==> config.mk <==
export PLATFORM = sky130hd
export DESIGN_NAME = vfpic_top
export DESIGN_NICKNAME = d
export VERILOG_FILES = /design/src/rtl/vfpic_pkg.sv /design/src/rtl/vfpic_decode.sv /design/src/rtl/vfpic_pick.sv /design/src/rtl/vfpic_top.sv
export SDC_FILE = /design/constraint.sdc
export NUM_CORES = 2
export LEC_CHECK = 0
export ABC_AREA = 1
export CORE_MARGIN = 2
export CORE_UTILIZATION = 55
export CTS_BUF_LIST = sky130_fd_sc_hd__clkbuf_4 sky130_fd_sc_hd__clkbuf_8 sky130_fd_sc_hd__clkbuf_16
export CTS_CLUSTER_SIZE = 8
export DETAILED_ROUTE_END_ITERATION = 10
export GPL_TIMING_DRIVEN = 1
export PLACE_DENSITY_LB_ADDON = 0.12
export SETUP_SLACK_MARGIN = 0.1
export SLEW_MARGIN = 40
export SYNTH_ARGS = -nofsm -noshare
export SYNTH_HDL_FRONTEND = slang
export SYNTH_SLANG_ARGS = --single-unit
==> constraint.sdc <==
create_clock -name clk -period 5.9 [get_ports clk]
set_input_delay 0.59 -clock clk [delete_from_list [all_inputs] [get_ports clk]]
set_output_delay 0.59 -clock clk [all_outputs]
set_load 0.01 [all_outputs]
==> src/rtl/vfpic_pkg.sv <==
package vfpic_pkg;

    // Register base offsets (bytes)
    localparam int A_ID    = 'h000;
    localparam int A_MASK  = 'h020;
    localparam int A_MSGEN = 'h040;
    localparam int A_EDGE  = 'h060;
    localparam int A_CLR   = 'h080;
    localparam int A_AUTO0 = 'h0C0;
    localparam int A_AUTO1 = 'h0E0;
    localparam int A_IRR   = 'h100;
    localparam int A_ISR   = 'h120;
    localparam int A_POL   = 'h140;
    localparam int A_ROUTE = 'h200;
    localparam int A_VEC   = 'h300;

    typedef enum logic [3:0] {
        RG_NONE, RG_ID, RG_MASK, RG_MSGEN, RG_EDGE, RG_CLR, RG_AUTO0,
        RG_AUTO1, RG_IRR, RG_ISR, RG_POL, RG_ROUTE, RG_VEC
    } region_e;

    typedef enum logic [1:0] {
        BS_IDLE, BS_WAIT, BS_DONE
    } bus_st_e;

endpackage

==> src/rtl/vfpic_decode.sv <==
module vfpic_decode
    import vfpic_pkg::*;
#(
    parameter int ADDR_W = 10
) (
    input  logic [ADDR_W-1:0] addr,
    input  logic [1:0]        size,
    input  logic              we,
    output region_e           region,
    output logic              hi,
    output logic [5:0]        byte_idx,
    output logic              err
);
    localparam int QW_W = ADDR_W - 3;
    localparam int BK_W = ADDR_W - 6;

    logic [QW_W-1:0] qw;
    logic [BK_W-1:0] bk;
    logic            misalign;
    logic            rd_only;

    assign qw       = addr[ADDR_W-1:3];
    assign bk       = addr[ADDR_W-1:6];
    assign hi       = addr[2];
    assign byte_idx = addr[5:0];

    always_comb begin
        if      (qw == QW_W'(A_ID    >> 3)) region = RG_ID;
        else if (qw == QW_W'(A_MASK  >> 3)) region = RG_MASK;
        else if (qw == QW_W'(A_MSGEN >> 3)) region = RG_MSGEN;
        else if (qw == QW_W'(A_EDGE  >> 3)) region = RG_EDGE;
        else if (qw == QW_W'(A_CLR   >> 3)) region = RG_CLR;
        else if (qw == QW_W'(A_AUTO0 >> 3)) region = RG_AUTO0;
        else if (qw == QW_W'(A_AUTO1 >> 3)) region = RG_AUTO1;
        else if (qw == QW_W'(A_IRR   >> 3)) region = RG_IRR;
        else if (qw == QW_W'(A_ISR   >> 3)) region = RG_ISR;
        else if (qw == QW_W'(A_POL   >> 3)) region = RG_POL;
        else if (bk == BK_W'(A_ROUTE >> 6)) region = RG_ROUTE;
        else if (bk == BK_W'(A_VEC   >> 6)) region = RG_VEC;
        else                                region = RG_NONE;
    end

    always_comb begin
        unique case (size)
            2'd0:    misalign = 1'b0;
            2'd1:    misalign = addr[0];
            2'd2:    misalign = (addr[1:0] != 2'b00);
            default: misalign = 1'b1;
        endcase
    end

    assign rd_only = (region == RG_ID) || (region == RG_IRR) || (region == RG_ISR);
    assign err     = (region == RG_NONE) || misalign || (we && rd_only) ||
                     (!we && region == RG_CLR);

endmodule

==> src/rtl/vfpic_pick.sv <==
module vfpic_pick #(
    parameter int N     = 64,
    localparam int IW   = $clog2(N)
) (
    input  logic [N-1:0]  req,
    output logic          found,
    output logic [IW-1:0] idx
);
    always_comb begin
        found = 1'b0;
        idx   = '0;
        for (int i = N - 1; i >= 0; i--) begin
            if (req[i]) begin
                found = 1'b1;
                idx   = IW'(i);
            end
        end
    end
endmodule

==> src/rtl/vfpic_top.sv <==
module vfpic_top
    import vfpic_pkg::*;
#(
    parameter int          NUM_LINES = 64,
    parameter int          VEC_W     = 8,
    parameter int          ADDR_W    = 10,
    parameter int          DATA_W    = 32,
    parameter logic [31:0] IDENT     = 32'h7C00_0001,
    parameter logic [15:0] ID_VER    = 16'h0001,
    parameter logic [15:0] ID_FIELD  = 16'd31
) (
    input  logic                 clk,
    input  logic                 rst_n,
    input  logic [NUM_LINES-1:0] line_in,
    input  logic                 bus_req,
    input  logic                 bus_we,
    input  logic [ADDR_W-1:0]    bus_addr,
    input  logic [1:0]           bus_size,
    input  logic [DATA_W-1:0]    bus_wdata,
    output logic                 bus_ack,
    output logic                 bus_err,
    output logic [DATA_W-1:0]    bus_rdata,
    output logic                 evt_valid,
    input  logic                 evt_ready,
    output logic [VEC_W-1:0]     evt_vector,
    output logic                 evt_assert
);
    localparam int IDX_W = $clog2(NUM_LINES);
    localparam int HALF  = NUM_LINES / 2;

    typedef struct packed {
        logic [NUM_LINES-1:0]            irr;
        logic [NUM_LINES-1:0]            isr;
        logic [NUM_LINES-1:0]            mask;
        logic [NUM_LINES-1:0]            edg;
        logic [NUM_LINES-1:0]            msgen;
        logic [NUM_LINES-1:0]            pend;
        logic [NUM_LINES-1:0]            pend_up;
        logic [NUM_LINES-1:0]            wr_pend;
        logic [NUM_LINES-1:0]            line_q;
        logic [NUM_LINES-1:0][VEC_W-1:0] vec;
        logic                            evt_vld;
        logic [VEC_W-1:0]                evt_vec;
        logic                            evt_up;
        bus_st_e                         bst;
        logic                            ack;
        logic                            err;
        logic [DATA_W-1:0]               rdata;
    } state_t;

    state_t q, d;

    region_e           dec_region;
    logic              dec_hi;
    logic [5:0]        dec_idx;
    logic              dec_err;
    logic              pick_found;
    logic [IDX_W-1:0]  pick_idx;

    vfpic_decode #(.ADDR_W(ADDR_W)) u_decode (
        .addr     (bus_addr),
        .size     (bus_size),
        .we       (bus_we),
        .region   (dec_region),
        .hi       (dec_hi),
        .byte_idx (dec_idx),
        .err      (dec_err)
    );

    vfpic_pick #(.N(NUM_LINES)) u_pick (
        .req   (q.pend),
        .found (pick_found),
        .idx   (pick_idx)
    );

    function automatic logic [NUM_LINES-1:0] put_half(input logic [NUM_LINES-1:0] cur,
                                                      input logic hi,
                                                      input logic [DATA_W-1:0] v);
        logic [NUM_LINES-1:0] r;
        r = cur;
        if (hi) r[NUM_LINES-1:HALF] = v[HALF-1:0];
        else    r[HALF-1:0]         = v[HALF-1:0];
        return r;
    endfunction

    function automatic logic [DATA_W-1:0] get_half(input logic [NUM_LINES-1:0] cur,
                                                   input logic hi);
        return hi ? DATA_W'(cur[NUM_LINES-1:HALF]) : DATA_W'(cur[HALF-1:0]);
    endfunction

    always_comb begin : p_next
        logic [NUM_LINES-1:0] rise, fall, unmask, remask, clr, new_wr, new_mask;
        logic [DATA_W-1:0]    rd_val;
        logic                 eng_go;

        d        = q;
        d.ack    = 1'b0;
        d.err    = 1'b0;
        d.line_q = line_in;
        new_wr   = '0;
        unmask   = '0;
        remask   = '0;
        clr      = '0;
        new_mask = q.mask;

        // forwarding engine: one line per cycle, lowest first
        if (q.evt_vld && evt_ready) d.evt_vld = 1'b0;
        eng_go = pick_found && (!q.evt_vld || evt_ready);
        if (eng_go) begin
            d.pend[pick_idx] = 1'b0;
            if (q.pend_up[pick_idx] && q.irr[pick_idx] && !q.mask[pick_idx]) begin
                d.isr[pick_idx] = 1'b1;
                d.evt_vld       = 1'b1;
                d.evt_vec       = q.vec[pick_idx];
                d.evt_up        = 1'b1;
            end else if (q.isr[pick_idx] && !q.irr[pick_idx]) begin
                d.isr[pick_idx] = 1'b0;
                d.evt_vld       = 1'b1;
                d.evt_vec       = q.vec[pick_idx];
                d.evt_up        = 1'b0;
            end
        end

        // line inputs
        rise      = line_in & ~q.line_q;
        fall      = ~line_in & q.line_q & ~q.edg;
        d.irr     = (q.irr | rise) & ~fall;
        d.pend    = d.pend | rise | fall;
        d.pend_up = (q.pend_up | rise) & ~fall;

        // read mux
        unique case (dec_region)
            RG_ID:    rd_val = dec_hi ? {ID_FIELD, ID_VER} : IDENT;
            RG_MASK:  rd_val = get_half(q.mask, dec_hi);
            RG_MSGEN: rd_val = get_half(q.msgen, dec_hi);
            RG_EDGE:  rd_val = get_half(q.edg, dec_hi);
            RG_IRR:   rd_val = get_half(q.irr, dec_hi);
            RG_ISR:   rd_val = get_half(q.isr, dec_hi);
            RG_ROUTE: rd_val = DATA_W'(1);
            RG_VEC:   rd_val = DATA_W'(q.vec[dec_idx]);
            default:  rd_val = '0;
        endcase

        // register port
        unique case (q.bst)
            BS_IDLE: begin
                if (bus_req) begin
                    if (dec_err) begin
                        d.ack   = 1'b1;
                        d.err   = 1'b1;
                        d.rdata = '0;
                        d.bst   = BS_DONE;
                    end else if (!bus_we) begin
                        d.ack   = 1'b1;
                        d.rdata = rd_val;
                        d.bst   = BS_DONE;
                    end else begin
                        d.rdata = '0;
                        d.bst   = BS_WAIT;
                        unique case (dec_region)
                            RG_MASK: begin
                                new_mask = put_half(q.mask, dec_hi, bus_wdata);
                                unmask   = q.mask & ~new_mask;
                                remask   = ~q.mask & new_mask;
                                d.mask   = new_mask;
                            end
                            RG_MSGEN: d.msgen = put_half(q.msgen, dec_hi, bus_wdata);
                            RG_EDGE:  d.edg   = put_half(q.edg, dec_hi, bus_wdata);
                            RG_CLR:   clr     = q.irr & q.edg & put_half('0, dec_hi, bus_wdata);
                            RG_VEC:   d.vec[dec_idx] = bus_wdata[VEC_W-1:0];
                            default: ; // constant registers keep no state
                        endcase
                        d.irr     = d.irr & ~clr;
                        new_wr    = unmask | remask | clr;
                        d.pend    = d.pend | new_wr;
                        d.pend_up = (d.pend_up | unmask) & ~remask & ~clr;
                    end
                end
            end
            BS_WAIT: begin
                if (q.wr_pend == '0 && !q.evt_vld) begin
                    d.ack = 1'b1;
                    d.bst = BS_DONE;
                end
            end
            default: d.bst = BS_IDLE;
        endcase

        d.wr_pend = (q.wr_pend | new_wr) & d.pend;
    end

    always_ff @(posedge clk or negedge rst_n) begin
        if (!rst_n) q <= '0;
        else        q <= d;
    end

    assign bus_ack    = q.ack;
    assign bus_err    = q.err;
    assign bus_rdata  = q.rdata;
    assign evt_valid  = q.evt_vld;
    assign evt_vector = q.evt_vec;
    assign evt_assert = q.evt_up;

endmodule

; Word-level counts from Yosys, hierarchy flattened
; Cells that the tools add are included.
[totals]
reg_bits = 1134
in_bits = 113
output_inout_bits = 44
word_cells = 417
[op_classes]
n_lt_le_gt_ge = 4
eq_ne = 25
mux = 234
bitwise = 36
reduce_logical = 36
[ops]
columns = op, n
row1 = two-way mux 64 bit, 26
row2 = two-way mux 32 bit, 31
row3 = AND 64 bit, 15
row4 = OR 64 bit, 10
row5 = NOT 64 bit, 9
row6 = bitwise mux 512 bit, 1
row7 = two-way mux 128 bit, 4
row8 = two-way mux 6 bit, 64
row9 = one-hot mux 32 bit (8 select lines), 1
row10 = binary-select mux 8 bit (select 6 bit), 2
row11 = two-way mux 1 bit, 72
row12 = zero test 64 bit, 1
row13 = demux 8 bit (select 6 bit), 1
row14 = two-way mux 4 bit, 12
row15 = two-way mux 36 bit, 1
row16 = two-way mux 33 bit, 1
row17 = two-way mux 31 bit, 1
row18 = two-way mux 10 bit, 3
row19 = binary-select mux 1 bit (select 6 bit), 4
row20 = "== test 4 bit, second input constant", 6
row21 = two-way mux 8 bit, 3
row22 = AND reduction 6 bit, 4
row23 = "== test 7 x 5 -> 1 bit, second input constant", 3
row24 = "== test 7 x 6 -> 1 bit, second input constant", 3
row25 = 26 further kinds, 57

; Longest topological paths before layout
[depth]
ltp_word = 79
depth_mapped = 79
depth_no_buf = 77

; Cells and area by module
; Synthesis repeated with hierarchy kept, for this count alone.
[hier_totals]
hier_cells = 8772
area_unflattened_um2 = 62059.5
[by_module_without_submodules]
columns = module, instances, cells_per_inst, area_per_inst_um2, seq_area_each_um2
row1 = vfpic_top, 1, 8485, 60794.6, 28377.2
row2 = vfpic_pick, 1, 224, 914.6, 0.0
row3 = vfpic_decode, 1, 63, 350.3, 0.0

; Worst setup path before layout
; No wires, ideal clock.
[synth_path]
kind = register to register
startpoint = reg q[812] (netlist bit)
endpoint = reg q, in the netlist evt_vector[0]
setup_time_ns = 0.117
t_arrival_ns = 4.441
required_time_ns = 5.783
setup_slack_ns = 1.342
path_stages_with_launch = 79
n_path_buf = 4
period_less_slack_ns = 4.558
cell_sequence = dfrtp_1 inv_1 nand2_1 nand2_1 nand2_1 nand2_1 nand2_1 nand2_1 nand2_1 nand2_1 nand2_1 nand2_1 nand2_1 nand2_1 nand2_1 nand2_1 nand2_1 nand2_1 (+43 left out) nand2_2 nand2_2 buf_6 buf_4 nand3_1 nand2_1 nor2_1 nand2_1 nand2_1 nand2_1 nor2_1 nand2_1 nor2_1 buf_4 nand3_2 buf_2 nand3_1 nand2_1
[synth_between]
elab_chain_cells = 69
elab_cells_between_ends = 146
classes_between = mux (138) / reduce/logical (8)
[synth_rtl]
columns = element, line
row1 = from (decl), vfpic_top.sv:51  ; state_t q, d;
row2 = from (signal assigned), vfpic_top.sv:193  ; if (!rst_n) q <= '0;
row3 = from (signal assigned), vfpic_top.sv:194  ; else q <= d;
row4 = two-way mux 6 bit (63 in series), vfpic_pick.sv:13  ; if (req[i]) begin
row5 = "binary-select mux 1 bit (select 6 bit), on equally long branches", "vfpic_top.sv:111, vfpic_top.sv:116"
row6 = "two-way mux 1 bit, on equally long branches", "vfpic_top.sv:111, vfpic_top.sv:116"
row7 = logical AND 1 bit (tied with other cells), vfpic_top.sv:111  ; if (q.pend_up[pick_idx] && q.irr[pick_idx] && !q.mask[pick_idx]) begin
row8 = "logical AND 1 bit, on equally long branches", "vfpic_top.sv:111, vfpic_top.sv:116"
row9 = nonzero test 2 bit (no line), --
row10 = AND reduction 2 bit (no line), --
; Parallel ways exist; a longest one is shown, timed or not. The select of a mux whose other input is x is not followed.
; A chain may end at the register's enable or synchronous reset.

; Worst setup path after layout
[layout_path]
startpoint = reg q[812] (netlist bit)
endpoint = reg q, in the netlist evt_vector[1]
; The elaborated chain is that of the path after synthesis.

==> summary.txt <==
Global route
  – Pin count of the biggest net entering global routing: 142
  – Vias in the first global route: 56,985
  – Gr usage total: 46.7%
  – Antenna violations before repair: 12
  – First-pass GRT wire length: 385,000 um
  – GRT overflow: 0

Routing
  – Drt total wl: 265,000 um
  – Drt first pass iters: 7
  – Wire length on met2: 113,000 um
  – DR top layer: met5
  – # DRC: 0
  – Iteration-0 DRC Markers: 9,609
  – Vias per std cell: 6.56
  – DRT antenna net count: 0
  – WL met3: 30,900 um
  – Post-DR wirelength/cell: 28.3 um
  – Via count: 61,531
  – M1 WL: 93,100 um

Final layout
  – Finished Cell Area: 69,100 um2
  – Final Net Count: 8,068
  – Layout cells sized above 1: 7.96%
  – Layout area overhead: 15.4%

Critical path
  – Worst reg2reg endpoint: evt_vector[1]
  – Max incr delay on CP: 0.37 ns
  – FF-to-FF Start: q[812]
  – CP arrival: 6.57 ns
  – Critical Path Fanout Max: 11
  – CP dominant cell by count: nand2_1
  – Crit path launch: q[812]
  – Worst setup EP type: flop
  – Crit Path Class: flop to flop
  – CP max stage cell: dfrtp_1
  – Startpoint types: flop
  – Flop2flop setup slack: -0.006 ns
  – Crit path required time: 6.56 ns
  – Reg2Reg Depth: 76

Clock tree
  – # H-tree levels: 4
  – Root Buffer: clkbuf_16
  – CTS tree: yes
  – CTS Buf Count: 159
  – Clock Tree Buf Depth: 3
  – Clk_lat worst skew: 0.80 ns
  – Clk slew on worst S/H paths: 0.05 ns
  – Sink Count: 1,134

Job
  – Max-Cap Viols: 0

STA
  – Final WS setup: -0.00627 ns
  – Final clock skew: 0.0343 ns
  – Post-route clock period utilization: 100%
  – Final Hold Vio Count: 0
  – Final number of setup-violating endpoints: 2
  – RSZ-0062 raised after global routing: yes
  – Fmax: 169 MHz
  – Fin crit period: 5.91 ns
  – Slew Limit Headroom: 30.2%
  – Worst Max-Slew Pin Slew: 1.05 ns
  – Hold slack final: 0.274 ns
  – Slew Viols, Final: 0

Floorplan
  – # IOs: 157
  – Die width: 334 um
  – Chip height: 334 um
  – Number of core rows: 121
  – Core area: 108,000 um2
  – Total die area: 112,000 um2
  – Initial Utilization: 55.2%

Yosys
  – Register area share after synthesis: 47.4%
  – YS warnings: 0
  – Syn nets: 7,983
  – Syn_area_per_cell: 7.61 um2
  – Post-synthesis register bit count: 1,134
  – Synth Instances: 7,870
  – Synth top area share: 47.4%
  – Post-Syn Area: 59,900 um2
  – Post-synth EDFFs: 0
  – Area leader, netlist: dfrtp_1
  – Synth area leaders: dfrtp_1 (47%), nand2_1 (12%), o21ai_0 (9.4%)
  – Netlist cell types: 50
  – FFs w/ async S/R, synth: 100%
  – Dominant synthesized flop cell: dfrtp_1

Power and ir drop
  – Pleak: 31.1 nW
  – Peak supply drop: 280 uV
  – PD cells: 300 nW/um2

Worst hold path
  – Hold Path Class: input pin to flop
  – Hold Path End: q[576]
  – Hold Path Stages: 1
  – Min-delay src: line_in[18]

Outcome
  – Failing checks: negative setup slack
  – Status: finished, violations left

Placed design
  – Final RePlAce weighted congestion: 1.03
  – Post-DP HPWL: 178,000 um
  – Buffers on Ports: 156
  – Dpl cell area: 64,200 um2
worst max-delay path: cells and delay by family (launching register included):
kind,cells,cell delay [ns]
compound gates,1,0.32
simple gates,71,4.40
flops,1,0.37
buf+inv,4,0.64
cell type report:
| type | count | area (um2) |
|---|---|---|
| Fill cell | 9538 | 39300 |
| Sequential cell | 1134 | 28400 |
| Multi-Input combinational cell | 5404 | 26900 |
| Timing Repair Buffer | 461 | 4850 |
| Clock buffer | 168 | 4170 |
| Inverter | 795 | 3010 |
| Tap cell | 1414 | 1770 |
| Clock inverter | 4 | 53.8 |
| Antenna cell | 3 | 7.51 |
worst max-delay path by stage:
stage | to | slack [ns] | depth (start not counted)
5_1_grt | evt_vector[2] | -0.44 | 77
4_1_cts | evt_vector[6] | 0.10 | 77
3_3_place_gp | flop | -0.26 | 76
6_report | evt_vector[1] | -0.006 | 76
2_1_floorplan | evt_vector[0] | 1.34 | 78
3_5_place_dp | flop | -0.31 | 76
metrics by stage:
stage	std cells	setup TNS (ns)	setup WS [ns]	util (%)	power (W)
6_report	9383	-0.00851	-0.00627	63.8	0.0207
5_1_grt	9382	-29.09	-0.443	63.8	0.0212
4_1_cts	9369	0	0.103	63.2	0.0203
3_5_place_dp	9194	-20.79	-0.315	59.3	0.0121
3_3_place_gp	9192	-18.16	-0.256	59.1	0.0121
2_1_floorplan	7870	0	1.34	-	0.0102
layer usage:
layer  GRT usage [%]  vias up
met3            11.0     1232
met4            41.0        4
met5               0        -
met2            68.4     4630
li1                -    26691
met1            58.1    28974
flip-flops by register name (all words and copies together), names as in the netlist, named ones only:
signal and cells:
q 1026, bus_rdata 32, evt_vector 8, bus_ack 1, bus_err 1, evt_assert 1
evt_valid 1
cells in the final DEF (no fill, tap or decap), drive strengths merged, types with 105 or more instances in the layout:
master	count
clkbuf	172
o22ai	221
nand3	348
buf	302
inv	790
dfrtp	1134
o21ai	1218
nand2	1846
nand3b	122
clkdlybuf4s50	154
nand4	202
a21oi	324
nor2	538
nor4	105
report_power, final:
group | switching (W) | internal, W
sequential | 0.000235 | 0.00799
clock | 0.00341 | 0.00490
combinational | 0.00292 | 0.00125
total | 0.00656 | 0.0142
cell families after synthesis:
| group | Yosys count | share of synthesized area, % |
|---|---|---|
| AO/OA/AOI/OAI | 2100 | 19.6 |
| buffers and inverters | 1333 | 8.83 |
| flip-flops | 1134 | 47.4 |
| AND/OR/NAND/NOR | 3303 | 24.1 |
synth_stat cells (all sizes together), types with 2 or more instances:
cell type	count
nand2	1845
o31ai	19
a211oi	63
o21ai	1218
dfrtp	1134
nor2	538
o21bai	4
nand3	348
buf	178
clkinv	12
o2111ai	3
a31oi	23
a2111oi	18
clkbuf	360
a2111o	4
nor4b	3
nor3	81
o41ai	50
nand3b	122
o32ai	16
o22ai	221
o21a	61
o221ai	15
and3	2
nand4	202
a221oi	8
a21boi	2
inv	783
a21oi	324
and3b	24
a31o	3
a22o	2
nor4	105
o211ai	12
or4	3
a22oi	31
nor3b	30
timing repair:
| item | CTS | global route |
|---|---|---|
| pin swaps | 2 | 14 |
| buffers inserted | 1 | 5 |
| hold buffers | 1 | 0 |
| cloned | 1 | 5 |
| endpoints found under the setup margin | 74 | 78 |
| hold endpoints to repair | 59 | 0 |
| gates resized for setup | 21 | 134 |
Power figures use the tool's default switching activity.
